File: src/rtl/brtrace_pkg.sv
package brtrace_pkg;

  typedef enum logic [1:0] {
    MK_NONE = 2'd0,
    MK_NORM = 2'd1,
    MK_SYNC = 2'd2,
    MK_ERR  = 2'd3
  } mkind_e;

  localparam logic [2:0] FL_SEQ    = 3'd0;
  localparam logic [2:0] FL_NTAKEN = 3'd3;

  // Sequential retirement and not-taken branches do not change flow.
  function automatic logic is_flow_change(input logic [2:0] code);
    return (code != FL_SEQ) && (code != FL_NTAKEN);
  endfunction

endpackage

File: src/rtl/brtrace_fmt.sv
module brtrace_fmt #(
  parameter int AW = 32,
  localparam int NB = AW / 8,
  localparam int LW = $clog2(NB)
) (
  input  logic [AW-1:0] target,
  input  logic [AW-1:0] base,
  output logic [AW-1:0] diff,
  output logic [LW-1:0] len
);

  logic [NB-1:0] byte_nz;

  assign diff = target ^ base;

  genvar b;
  generate
    for (b = 0; b < NB; b++) begin : g_byte
      assign byte_nz[b] = |diff[8*b +: 8];
    end
  endgenerate

  // Highest non-zero byte wins; all-zero collapses to one byte.
  always_comb begin
    len = '0;
    for (int i = 1; i < NB; i++) begin
      if (byte_nz[i]) len = LW'(i);
    end
  end

endmodule

File: src/rtl/brtrace_ctrl.sv
module brtrace_ctrl
  import brtrace_pkg::*;
#(
  parameter int AW          = 32,
  parameter int SYNC_PERIOD = 256,
  localparam int NB = AW / 8,
  localparam int LW = $clog2(NB),
  localparam int CW = $clog2(SYNC_PERIOD + 1),
  localparam int MW = 2 + 3 + LW + AW
) (
  input  logic          clk,
  input  logic          rst,
  input  logic          trc_en,
  input  logic          trc_start,
  input  logic          trc_stop,
  input  logic          ret_valid,
  input  logic [2:0]    ret_flow,
  input  logic [AW-1:0] ret_target,
  input  logic          q_full,
  output logic          push,
  output logic [MW-1:0] push_word
);

  logic          active;
  logic          need_sync;
  logic          err_pend;
  logic [AW-1:0] last_addr;
  logic [CW-1:0] norm_cnt;

  logic [AW-1:0] rel_addr;
  logic [LW-1:0] rel_len;
  logic          hit;
  logic          want_sync;

  brtrace_fmt #(.AW(AW)) u_fmt (
    .target (ret_target),
    .base   (last_addr),
    .diff   (rel_addr),
    .len    (rel_len)
  );

  assign hit       = active && ret_valid && is_flow_change(ret_flow);
  assign want_sync = need_sync || (norm_cnt == CW'(SYNC_PERIOD));

  always_comb begin
    push      = 1'b0;
    push_word = '0;
    if (err_pend) begin
      if (!q_full) begin
        push      = 1'b1;
        push_word = {MK_ERR, 3'd0, {LW{1'b0}}, {AW{1'b0}}};
      end
    end else if (hit && !q_full) begin
      push = 1'b1;
      if (want_sync) push_word = {MK_SYNC, ret_flow, LW'(NB - 1), ret_target};
      else           push_word = {MK_NORM, ret_flow, rel_len, rel_addr};
    end
  end

  always_ff @(posedge clk) begin
    if (rst) begin
      active    <= 1'b0;
      need_sync <= 1'b1;
      err_pend  <= 1'b0;
      last_addr <= '0;
      norm_cnt  <= '0;
    end else begin
      if (!trc_en)        active <= 1'b0;
      else if (trc_stop)  active <= 1'b0;
      else if (trc_start) active <= 1'b1;

      if (err_pend) begin
        if (!q_full) begin
          err_pend  <= 1'b0;
          need_sync <= 1'b1;
        end
      end else if (hit) begin
        if (q_full) begin
          err_pend <= 1'b1;
        end else begin
          last_addr <= ret_target;
          if (want_sync) begin
            need_sync <= 1'b0;
            norm_cnt  <= '0;
          end else begin
            norm_cnt <= norm_cnt + 1'b1;
          end
        end
      end

      if (trc_en && trc_start) need_sync <= 1'b1;
    end
  end

endmodule

File: src/rtl/brtrace_queue.sv
module brtrace_queue #(
  parameter int W      = 39,
  parameter int DEPTH  = 16,
  parameter int MARGIN = 2,
  localparam int PW  = $clog2(DEPTH),
  localparam int CTW = $clog2(DEPTH + 1)
) (
  input  logic           clk,
  input  logic           rst,
  input  logic           push,
  input  logic [W-1:0]   push_word,
  input  logic           stall_mode,
  output logic           q_full,
  output logic [CTW-1:0] q_cnt,
  output logic           stall,
  output logic           out_valid,
  input  logic           out_ready,
  output logic [W-1:0]   out_word
);

  logic [W-1:0]  mem [DEPTH];
  logic [PW-1:0] wr_ptr;
  logic [PW-1:0] rd_ptr;
  logic          load;

  assign q_full = (q_cnt == CTW'(DEPTH));
  assign load   = (q_cnt != '0) && (!out_valid || out_ready);

  // Storage and read register without reset: maps onto block RAM.
  always_ff @(posedge clk) begin
    if (push) mem[wr_ptr] <= push_word;
    if (load) out_word    <= mem[rd_ptr];
  end

  always_ff @(posedge clk) begin
    if (rst) begin
      wr_ptr    <= '0;
      rd_ptr    <= '0;
      q_cnt     <= '0;
      out_valid <= 1'b0;
      stall     <= 1'b0;
    end else begin
      if (push) wr_ptr <= (wr_ptr == PW'(DEPTH - 1)) ? '0 : wr_ptr + 1'b1;
      if (load) rd_ptr <= (rd_ptr == PW'(DEPTH - 1)) ? '0 : rd_ptr + 1'b1;

      if (push && !load)      q_cnt <= q_cnt + 1'b1;
      else if (!push && load) q_cnt <= q_cnt - 1'b1;

      if (load)           out_valid <= 1'b1;
      else if (out_ready) out_valid <= 1'b0;

      stall <= stall_mode && ((CTW'(DEPTH) - q_cnt) <= CTW'(MARGIN));
    end
  end

endmodule

File: src/rtl/brtrace_enc.sv
module brtrace_enc
  import brtrace_pkg::*;
#(
  parameter int AW           = 32,
  parameter int DEPTH        = 16,
  parameter int SYNC_PERIOD  = 256,
  parameter int STALL_MARGIN = 2,
  localparam int LW  = $clog2(AW / 8),
  localparam int MW  = 2 + 3 + LW + AW,
  localparam int CTW = $clog2(DEPTH + 1)
) (
  input  logic          clk,
  input  logic          rst,
  input  logic          trc_en,
  input  logic          trc_start,
  input  logic          trc_stop,
  input  logic          ovf_stall,
  input  logic          ret_valid,
  input  logic [2:0]    ret_flow,
  input  logic [AW-1:0] ret_target,
  output logic          core_stall,
  output logic          msg_valid,
  input  logic          msg_ready,
  output logic [1:0]    msg_kind,
  output logic [2:0]    msg_flow,
  output logic [LW-1:0] msg_len,
  output logic [AW-1:0] msg_addr
);

  logic           push;
  logic [MW-1:0]  push_word;
  logic [1:0]     push_kind;
  logic           q_full;
  logic [CTW-1:0] q_cnt;
  logic [MW-1:0]  out_word;

  assign push_kind = push_word[MW-1 -: 2];

  brtrace_ctrl #(.AW(AW), .SYNC_PERIOD(SYNC_PERIOD)) u_ctrl (
    .clk        (clk),
    .rst        (rst),
    .trc_en     (trc_en),
    .trc_start  (trc_start),
    .trc_stop   (trc_stop),
    .ret_valid  (ret_valid),
    .ret_flow   (ret_flow),
    .ret_target (ret_target),
    .q_full     (q_full),
    .push       (push),
    .push_word  (push_word)
  );

  brtrace_queue #(.W(MW), .DEPTH(DEPTH), .MARGIN(STALL_MARGIN)) u_queue (
    .clk        (clk),
    .rst        (rst),
    .push       (push),
    .push_word  (push_word),
    .stall_mode (ovf_stall),
    .q_full     (q_full),
    .q_cnt      (q_cnt),
    .stall      (core_stall),
    .out_valid  (msg_valid),
    .out_ready  (msg_ready),
    .out_word   (out_word)
  );

  assign {msg_kind, msg_flow, msg_len, msg_addr} = out_word;

endmodule

File: config.mk
export PLATFORM = sky130hd
export DESIGN_NAME = brtrace_enc
export DESIGN_NICKNAME = d
export VERILOG_FILES = /design/src/rtl/brtrace_pkg.sv /design/src/rtl/brtrace_fmt.sv /design/src/rtl/brtrace_ctrl.sv /design/src/rtl/brtrace_queue.sv /design/src/rtl/brtrace_enc.sv
export SDC_FILE = /design/constraint.sdc
export NUM_CORES = 1
export LEC_CHECK = 0
export BUFFER_PORTS_ARGS = -buffer_cell sky130_fd_sc_hd__buf_2
export CORE_MARGIN = 10
export CORE_UTILIZATION = 51
export DETAILED_ROUTE_END_ITERATION = 10
export PLACE_DENSITY = 0.75
export SLEW_MARGIN = 20
export SYNTH_ARGS = -nofsm -noshare
export SYNTH_HDL_FRONTEND = slang
export SYNTH_SLANG_ARGS = --single-unit
File: constraint.sdc
create_clock -name clk -period 5.8 [get_ports clk]
set_input_delay 0.29 -clock clk [delete_from_list [all_inputs] [get_ports clk]]
set_output_delay 0.29 -clock clk [all_outputs]
set_load 0.02 [all_outputs]
# Yosys cells after proc, flatten, opt, wreduce, memory -nomap -nowiden
# Memory sizes are Yosys's and may differ from the RTL's. A register that Yosys moved wholly into a read port is not among the register bits.
# Cells that the tools add are included.
dict set report word_totals {
  ff_bits 59
  n_memories 1
  in_bits 43
  wordCells 82
  out_inout_bits 41
  ramBits 624
}
dict set report classes {
  mux 27
  n_reduce_logical 28
  add_sub_neg 6
  n_eq_ne 5
  n_bitwise 4
  magnitude_cmp 1
}
# memory words word_bits rd rd_ports_with_merged_regs wr line_no
set mem_list {}
lappend mem_list {u_queue.mem 16 39 1 1 1 brtrace_queue.sv:21} ;# logic [W-1:0] mem [DEPTH];
# cell n
set op_table {}
lappend op_table {{$mux W39} 4}
lappend op_table {{$xor A32 B32 Y32} 1}
lappend op_table {{$reduce_or A8 Y1} 3}
lappend op_table {{$mux W1} 16}
lappend op_table {{$mux W5} 2}
lappend op_table {{$add A9 B1 Y9 const B} 1}
lappend op_table {{$eq A9 B9 Y1 const B} 1}
lappend op_table {{$logic_and A1 B1 Y1} 9}
lappend op_table {{$mux W9} 1}
lappend op_table {{$add A4 B1 Y4 const B} 2}
lappend op_table {{$eq A4 B4 Y1 const B} 2}
lappend op_table {{$mux W4} 2}
lappend op_table {{$reduce_bool A2 Y1} 4}
lappend op_table {{$reduce_and A3 Y1} 2}
lappend op_table {{$add A5 B1 Y5 const B} 1}
lappend op_table {{$eq A5 B5 Y1 const B} 1}
lappend op_table {{$le A5 B2 Y1 const B} 1}
lappend op_table {{$reduce_bool A5 Y1} 1}
lappend op_table {{$sub A5 B1 Y5 const B} 1}
lappend op_table {{$sub A5 B5 Y5 const A} 1}
lappend op_table {{$logic_not A1 Y1} 4}
lappend op_table {{$mux W2} 2}
lappend op_table {{$ne A3 B2 Y1 const B} 1}
lappend op_table {{$not A1 Y1} 3}
lappend op_table {{4 further kinds} 5}

# Longest topological paths before layout
dict set report depth {
  word_depth 10
  ltp_mapped 14
  depth_no_buf 14
}

# Cells and area by module
# From an unflattened synthesis, not the netlist that was laid out.
dict set report unflattened {
  hier_cells 1429
  hier_area_um2 27985.6
}
# mod area_per_inst_um2 instances seq_area_each_um2 cells_per_inst
set modules_own_cells {}
lappend modules_own_cells {brtrace_queue 25481.9 1 20209.4 1121}
lappend modules_own_cells {brtrace_ctrl 2157.1 1 880.8 266}
lappend modules_own_cells {brtrace_fmt 346.6 1 0.0 42}

# Worst setup path after synthesis
# Ideal clock, no wire load.
dict set report synth_timing {
  kind {flip-flop to flip-flop}
  from {register u_queue.q_cnt[0]}
  to {memory u_queue.mem[0][0] (enable)}
  synth_period_minus_slack_ps 4759
  path_slack_ps 1041
  n_path_buf 0
  path_stages_with_launch 10
  required_time_ps 5316
  arrival_ps 4276
  setup_time_ps 484
  cell_sequence {dfxtp_1 inv_1 ha_1 nand2b_1 nor2_1 ha_1 a211o_1 inv_1 nand2_1 nor3_1}
}
dict set report synth_between {
  elab_chain_cells 7
  elab_cells_between_ends 8
  classes_between {eq/ne (1); mux (5); reduce/logical (2)}
}
# item line_no
set synth_lines {}
lappend synth_lines {{start: declaration} brtrace_queue.sv:14} ;# output logic [CTW-1:0] q_cnt,
lappend synth_lines {{start signal: assignment} brtrace_queue.sv:46} ;# if (push && !load) q_cnt <= q_cnt + 1'b1;
lappend synth_lines {{start signal: assignment} brtrace_queue.sv:47} ;# else if (!push && load) q_cnt <= q_cnt - 1'b1;
lappend synth_lines {{$eq A5 B5 Y1 *} brtrace_queue.sv:26} ;# assign q_full = (q_cnt == CTW'(DEPTH));
lappend synth_lines {{$logic_not A1 Y1} -}
lappend synth_lines {{$logic_and A1 B1 Y1} brtrace_ctrl.sv:53} ;# end else if (hit && !q_full) begin
lappend synth_lines {{$mux W1} brtrace_ctrl.sv:53}
lappend synth_lines {{$mux W1 *} brtrace_ctrl.sv:48} ;# if (err_pend) begin
lappend synth_lines {{via push} brtrace_enc.sv:30} ;# logic push;
lappend synth_lines {{$mux W1 *} brtrace_queue.sv:31} ;# if (push) mem[wr_ptr] <= push_word;
lappend synth_lines {{$mux W1 (implied by the code) *} brtrace_queue.sv:31}
lappend synth_lines {{end: declaration} brtrace_queue.sv:21}
# Mark *: on every way through the listed nets, which the timed path passes. The rest lies on a longest branch.

# Worst setup path in the final report
dict set report layout_timing {
  from {register u_queue.q_cnt[0]}
  to {memory u_queue.mem[6][23] (enable)}
}
# The elaborated chain is that of the path after synthesis.

==> implementation parameters <==
Parameter                              Value

Worst setup path
  Critical path class    flip-flop to flip-flop
  Register-to-register setup slack    2110 ps
  Category of the worst setup path launch point    flip-flop
  Critical path's largest stage delay    780 ps
  Worst-path cell with the longest stage delay    sky130_fd_sc_hd__nor2_4
  CP arrival    3930 ps
  Maximum net fanout on the critical path    21
  Worst Setup End Kind    flip-flop
  Required @ worst endpoint    6040 ps
  Cell Chain, Critical Path    inv_1 > ha_1 > nand2b_1 > nor2_1 > ha_1 > a211o_1 > inv_1 > nand2_1 > nor2_4 > buf_4

Finish
  Storage element area    0.0211 mm2
  End-of-flow core utilization    59.7%
  Area of combinational cells with multiple inputs    0.00713 mm2
  Net count, final    1800
  Post-layout instance count excluding filler cells    2548
  Synthesis-to-layout area growth    15.3%
  Diodes inserted    0
  Share of cells above drive strength 1    23.3%
  Filler cell count in the final layout    3949

Clock network
  Clk Latency, worst-skew pair    600 ps
  TritonCTS clock tree    built
  Post-cts resize count    0
  Num CTS Buffers    72
  Clock edge transition at the registers on the reported setup and hold paths    60 ps
  # Post-CTS Setup Buffers    0
  Number of buffers inserted for hold repair after clock tree synthesis    36
  Depth of the CTS H-tree    3
  Maximum number of buffers from clock root to sink    3
  Total number of clock tree sinks    722
  Clock tree root driver cell    sky130_fd_sc_hd__clkbuf_16

Logic synthesis
  Net count of the mapped netlist    1667
  Yosys warning total    0
  Area of the mapped netlist    0.0286 mm2
  Synthesized netlist cell count    1608
  Flip-flop and latch count after synthesis    722
  Sequential element share of the synthesized area    73.7%
  Leading register cell type out of synthesis    sky130_fd_sc_hd__edfxtp_1
  Mapped Avg Cell Area    17.8 um2
  Post-synth cell types    49
  EDFF count, synth    663
  Ys async rst share    0%

Timing
  Fin. max-slew vios    0
  Unrepaired setup endpoints after global routing    no
  Share of the clock period used by the worst path after layout    63.5%
  Max-slew headroom at the worst pin    23.9%
  Count of endpoints failing setup in the final report    0
  Min Clock Period, post-route    3690 ps
  Actual transition at the worst max-transition pin    1140 ps
  Layout Skew    21.9 ps
  Fmax    271 MHz
  Total Negative Setup Slacks    0 ps
  Final-report hold violation count    0

Route
  Routed wire per std cell    25.5 um
  Number of vias after detailed routing    15.4k
  Number of detailed-route iterations in the first pass    7
  Post-DR vias/cell    6.03
  # DRC    0
  Antenna Violating Nets Remaining    0
  Number of violations reported at the end of detailed-routing iteration 0    1842
  Routed wire length    65000 um

Min path
  Class of the worst hold path    primary input to flip-flop

Global route
  Vias in the first global route    16.1k
  Pin count of the biggest net entering global routing    82
  Total gr overflow    0
  First-pass GRT wire length    99400 um
  GR Util All Layers    19.8%
  Antenna violations before repair    0

Floorplanning
  DIE WIDTH    257 um
  Vertical die dimension    257 um
  Core area    0.0553 mm2
  Std-Cell Rows    86
  Initial Utilization    51.7%
  Boundary pin count    84
  Die area    0.0660 mm2

Power and ir drop
  Power per cell area    409 mW/mm2
  Worst voltage drop across the vdd grid    319 uV
  P_leak    9.87 nW

Placed design
  Placed Cells    2378
  Port-buffer cells    83
  Routability-driven placement congestion ratio    0.798
  Hpwl dp    35500 um

Status
  Status    complete, no violations

Run
  Max Cap Viol    0
-- critical path: cells and delay by family, from the launching register on --
kind	cells	cell delay, ps
compound gates	1	300
fa+ha+maj	2	510
buf+inv	3	830
flops	1	440
simple gates	4	1230
-- kinds of logic (layout without fill, tap and decap cells) --
| group | after synthesis | in the layout | synth area share [%] |
|---|---|---|---|
| flops | 722 | 722 | 73.7 |
| simple gates | 313 | 313 | 5.02 |
| compound gates | 199 | 199 | 4.49 |
| mux | 160 | 160 | 12.4 |
| buf+inv | 144 | 336 | 2.00 |
| xor+xnor | 54 | 54 | 1.65 |
| fa+ha+maj | 16 | 16 | 0.726 |
-- layer usage --
metal	GRT usage (%)	share of wire, %	vias to the layer above
li1	-	-	6609
met1	26.3	39	7925
met2	32.0	49	746
met3	4.95	9.6	90
met4	5.90	1.9	0
met5	0	0	-
-- sequential cells by signal, summed over array words and instances, names as in the netlist --
| register | count |
|---|---|
| u_ctrl.active | 1 |
| u_queue.rd_ptr | 4 |
| u_ctrl.norm_cnt | 9 |
| u_queue.out_valid | 1 |
| u_queue.stall | 1 |
| u_ctrl.need_sync | 1 |
| u_queue.out_word | 39 |
| u_ctrl.err_pend | 1 |
| u_queue.wr_ptr | 4 |
| u_ctrl.last_addr | 32 |
| u_queue.mem | 624 |
| u_queue.q_cnt | 5 |
-- layout by cell type, fill, tap and decap left out, drive strengths merged, types with 2 or more instances in the layout --
cell type / count
clkinv: 18
dfxtp: 59
nand3: 8
o31ai: 2
ha: 15
nor2b: 39
clkbuf: 93
inv: 54
nor2: 58
clkinvlp: 5
nor4: 4
o32ai: 3
xor2: 19
nand2: 159
dlygate4sd3: 36
a2111o: 2
or4: 3
buf: 117
mux4: 156
nor4b: 3
and2: 3
nand4b: 3
mux2i: 3
a211oi: 65
a21oi: 61
edfxtp: 663
nand3b: 3
a31oi: 42
or3: 13
o21ai: 12
nor3: 5
nand2b: 7
nand4: 4
bufinv: 13
xnor2: 35
a21o: 3
-- report_power, final --
group	leakage [nW]	switching (mW)	internal (mW)
clock	1.22	1.93	3.00
sequential	6.16	0.223	5.90
combinational	2.49	1.33	1.09
total	9.87	3.48	10.0
-- final timing paths --
check / cells past startpoint / startpoint / endpoint
setup / recovery: 10 / u_queue.q_cnt[0] / u_queue.mem[6][23]
hold / removal: 3 / ret_target[25] / u_ctrl.last_addr[25]
setup reg to reg: 10 / u_queue.q_cnt[0] / u_queue.mem[6][23]
hold reg to reg: 2 / u_ctrl.last_addr[1] / u_ctrl.last_addr[1]
-- through the flow --
stage | setup slack (ps) | power [mW] | cell area, um2 | hold slack, ps
detailed placement | 2180 | 8.67 | 30000 | 446
floorplan | 1040 | 7.96 | 28600 | 369
finish | 2110 | 13.5 | 33000 | 30.7
global route | 1960 | 14.0 | 33000 | 36.8
CTS | 2140 | 13.6 | 32900 | 5.81
global placement | 2280 | 8.64 | 30000 | 442
-- synthesized netlist by cell type, types with 2 or more instances --
| cell | n | area (um2) |
|---|---|---|
| sky130_fd_sc_hd__a2111o_1 | 2 | 22.5 |
| sky130_fd_sc_hd__a211oi_1 | 65 | 488 |
| sky130_fd_sc_hd__a21o_1 | 3 | 22.5 |
| sky130_fd_sc_hd__a21oi_1 | 61 | 305 |
| sky130_fd_sc_hd__a31oi_1 | 42 | 263 |
| sky130_fd_sc_hd__and2_1 | 3 | 18.8 |
| sky130_fd_sc_hd__buf_1 | 16 | 60.1 |
| sky130_fd_sc_hd__buf_2 | 18 | 90.1 |
| sky130_fd_sc_hd__buf_4 | 2 | 15.0 |
| sky130_fd_sc_hd__clkbuf_1 | 57 | 214 |
| sky130_fd_sc_hd__dfxtp_1 | 59 | 1180 |
| sky130_fd_sc_hd__edfxtp_1 | 663 | 19900 |
| sky130_fd_sc_hd__ha_1 | 15 | 188 |
| sky130_fd_sc_hd__inv_1 | 49 | 184 |
| sky130_fd_sc_hd__mux2i_1 | 3 | 30.0 |
| sky130_fd_sc_hd__mux4_2 | 156 | 3510 |
| sky130_fd_sc_hd__nand2_1 | 159 | 597 |
| sky130_fd_sc_hd__nand2b_1 | 7 | 43.8 |
| sky130_fd_sc_hd__nand3_1 | 8 | 40.0 |
| sky130_fd_sc_hd__nand3b_1 | 3 | 22.5 |
| sky130_fd_sc_hd__nand4_1 | 4 | 25.0 |
| sky130_fd_sc_hd__nand4b_1 | 3 | 26.3 |
| sky130_fd_sc_hd__nor2_1 | 58 | 218 |
| sky130_fd_sc_hd__nor2b_1 | 39 | 244 |
| sky130_fd_sc_hd__nor3_1 | 5 | 25.0 |
| sky130_fd_sc_hd__nor4_1 | 4 | 25.0 |
| sky130_fd_sc_hd__nor4b_2 | 2 | 30.0 |
| sky130_fd_sc_hd__o21ai_0 | 12 | 60.1 |
| sky130_fd_sc_hd__o31ai_1 | 2 | 15.0 |
| sky130_fd_sc_hd__o32ai_1 | 3 | 26.3 |
| sky130_fd_sc_hd__or3_1 | 13 | 81.3 |
| sky130_fd_sc_hd__or4_1 | 3 | 22.5 |
| sky130_fd_sc_hd__xnor2_1 | 35 | 307 |
| sky130_fd_sc_hd__xor2_1 | 19 | 166 |
-- cell type report --
| type | count | share of cell area (%) |
|---|---|---|
| Sequential cell | 722 | 64.0 |
| Inverter | 50 | 0.569 |
| Clock inverter | 40 | 1.68 |
| Clock buffer | 93 | 5.98 |
| Tap cell | 748 | 2.84 |
| Timing Repair Buffer | 153 | 3.34 |
| Multi-Input combinational cell | 742 | 21.6 |
Note: power is estimated with default switching activity, not from simulation.
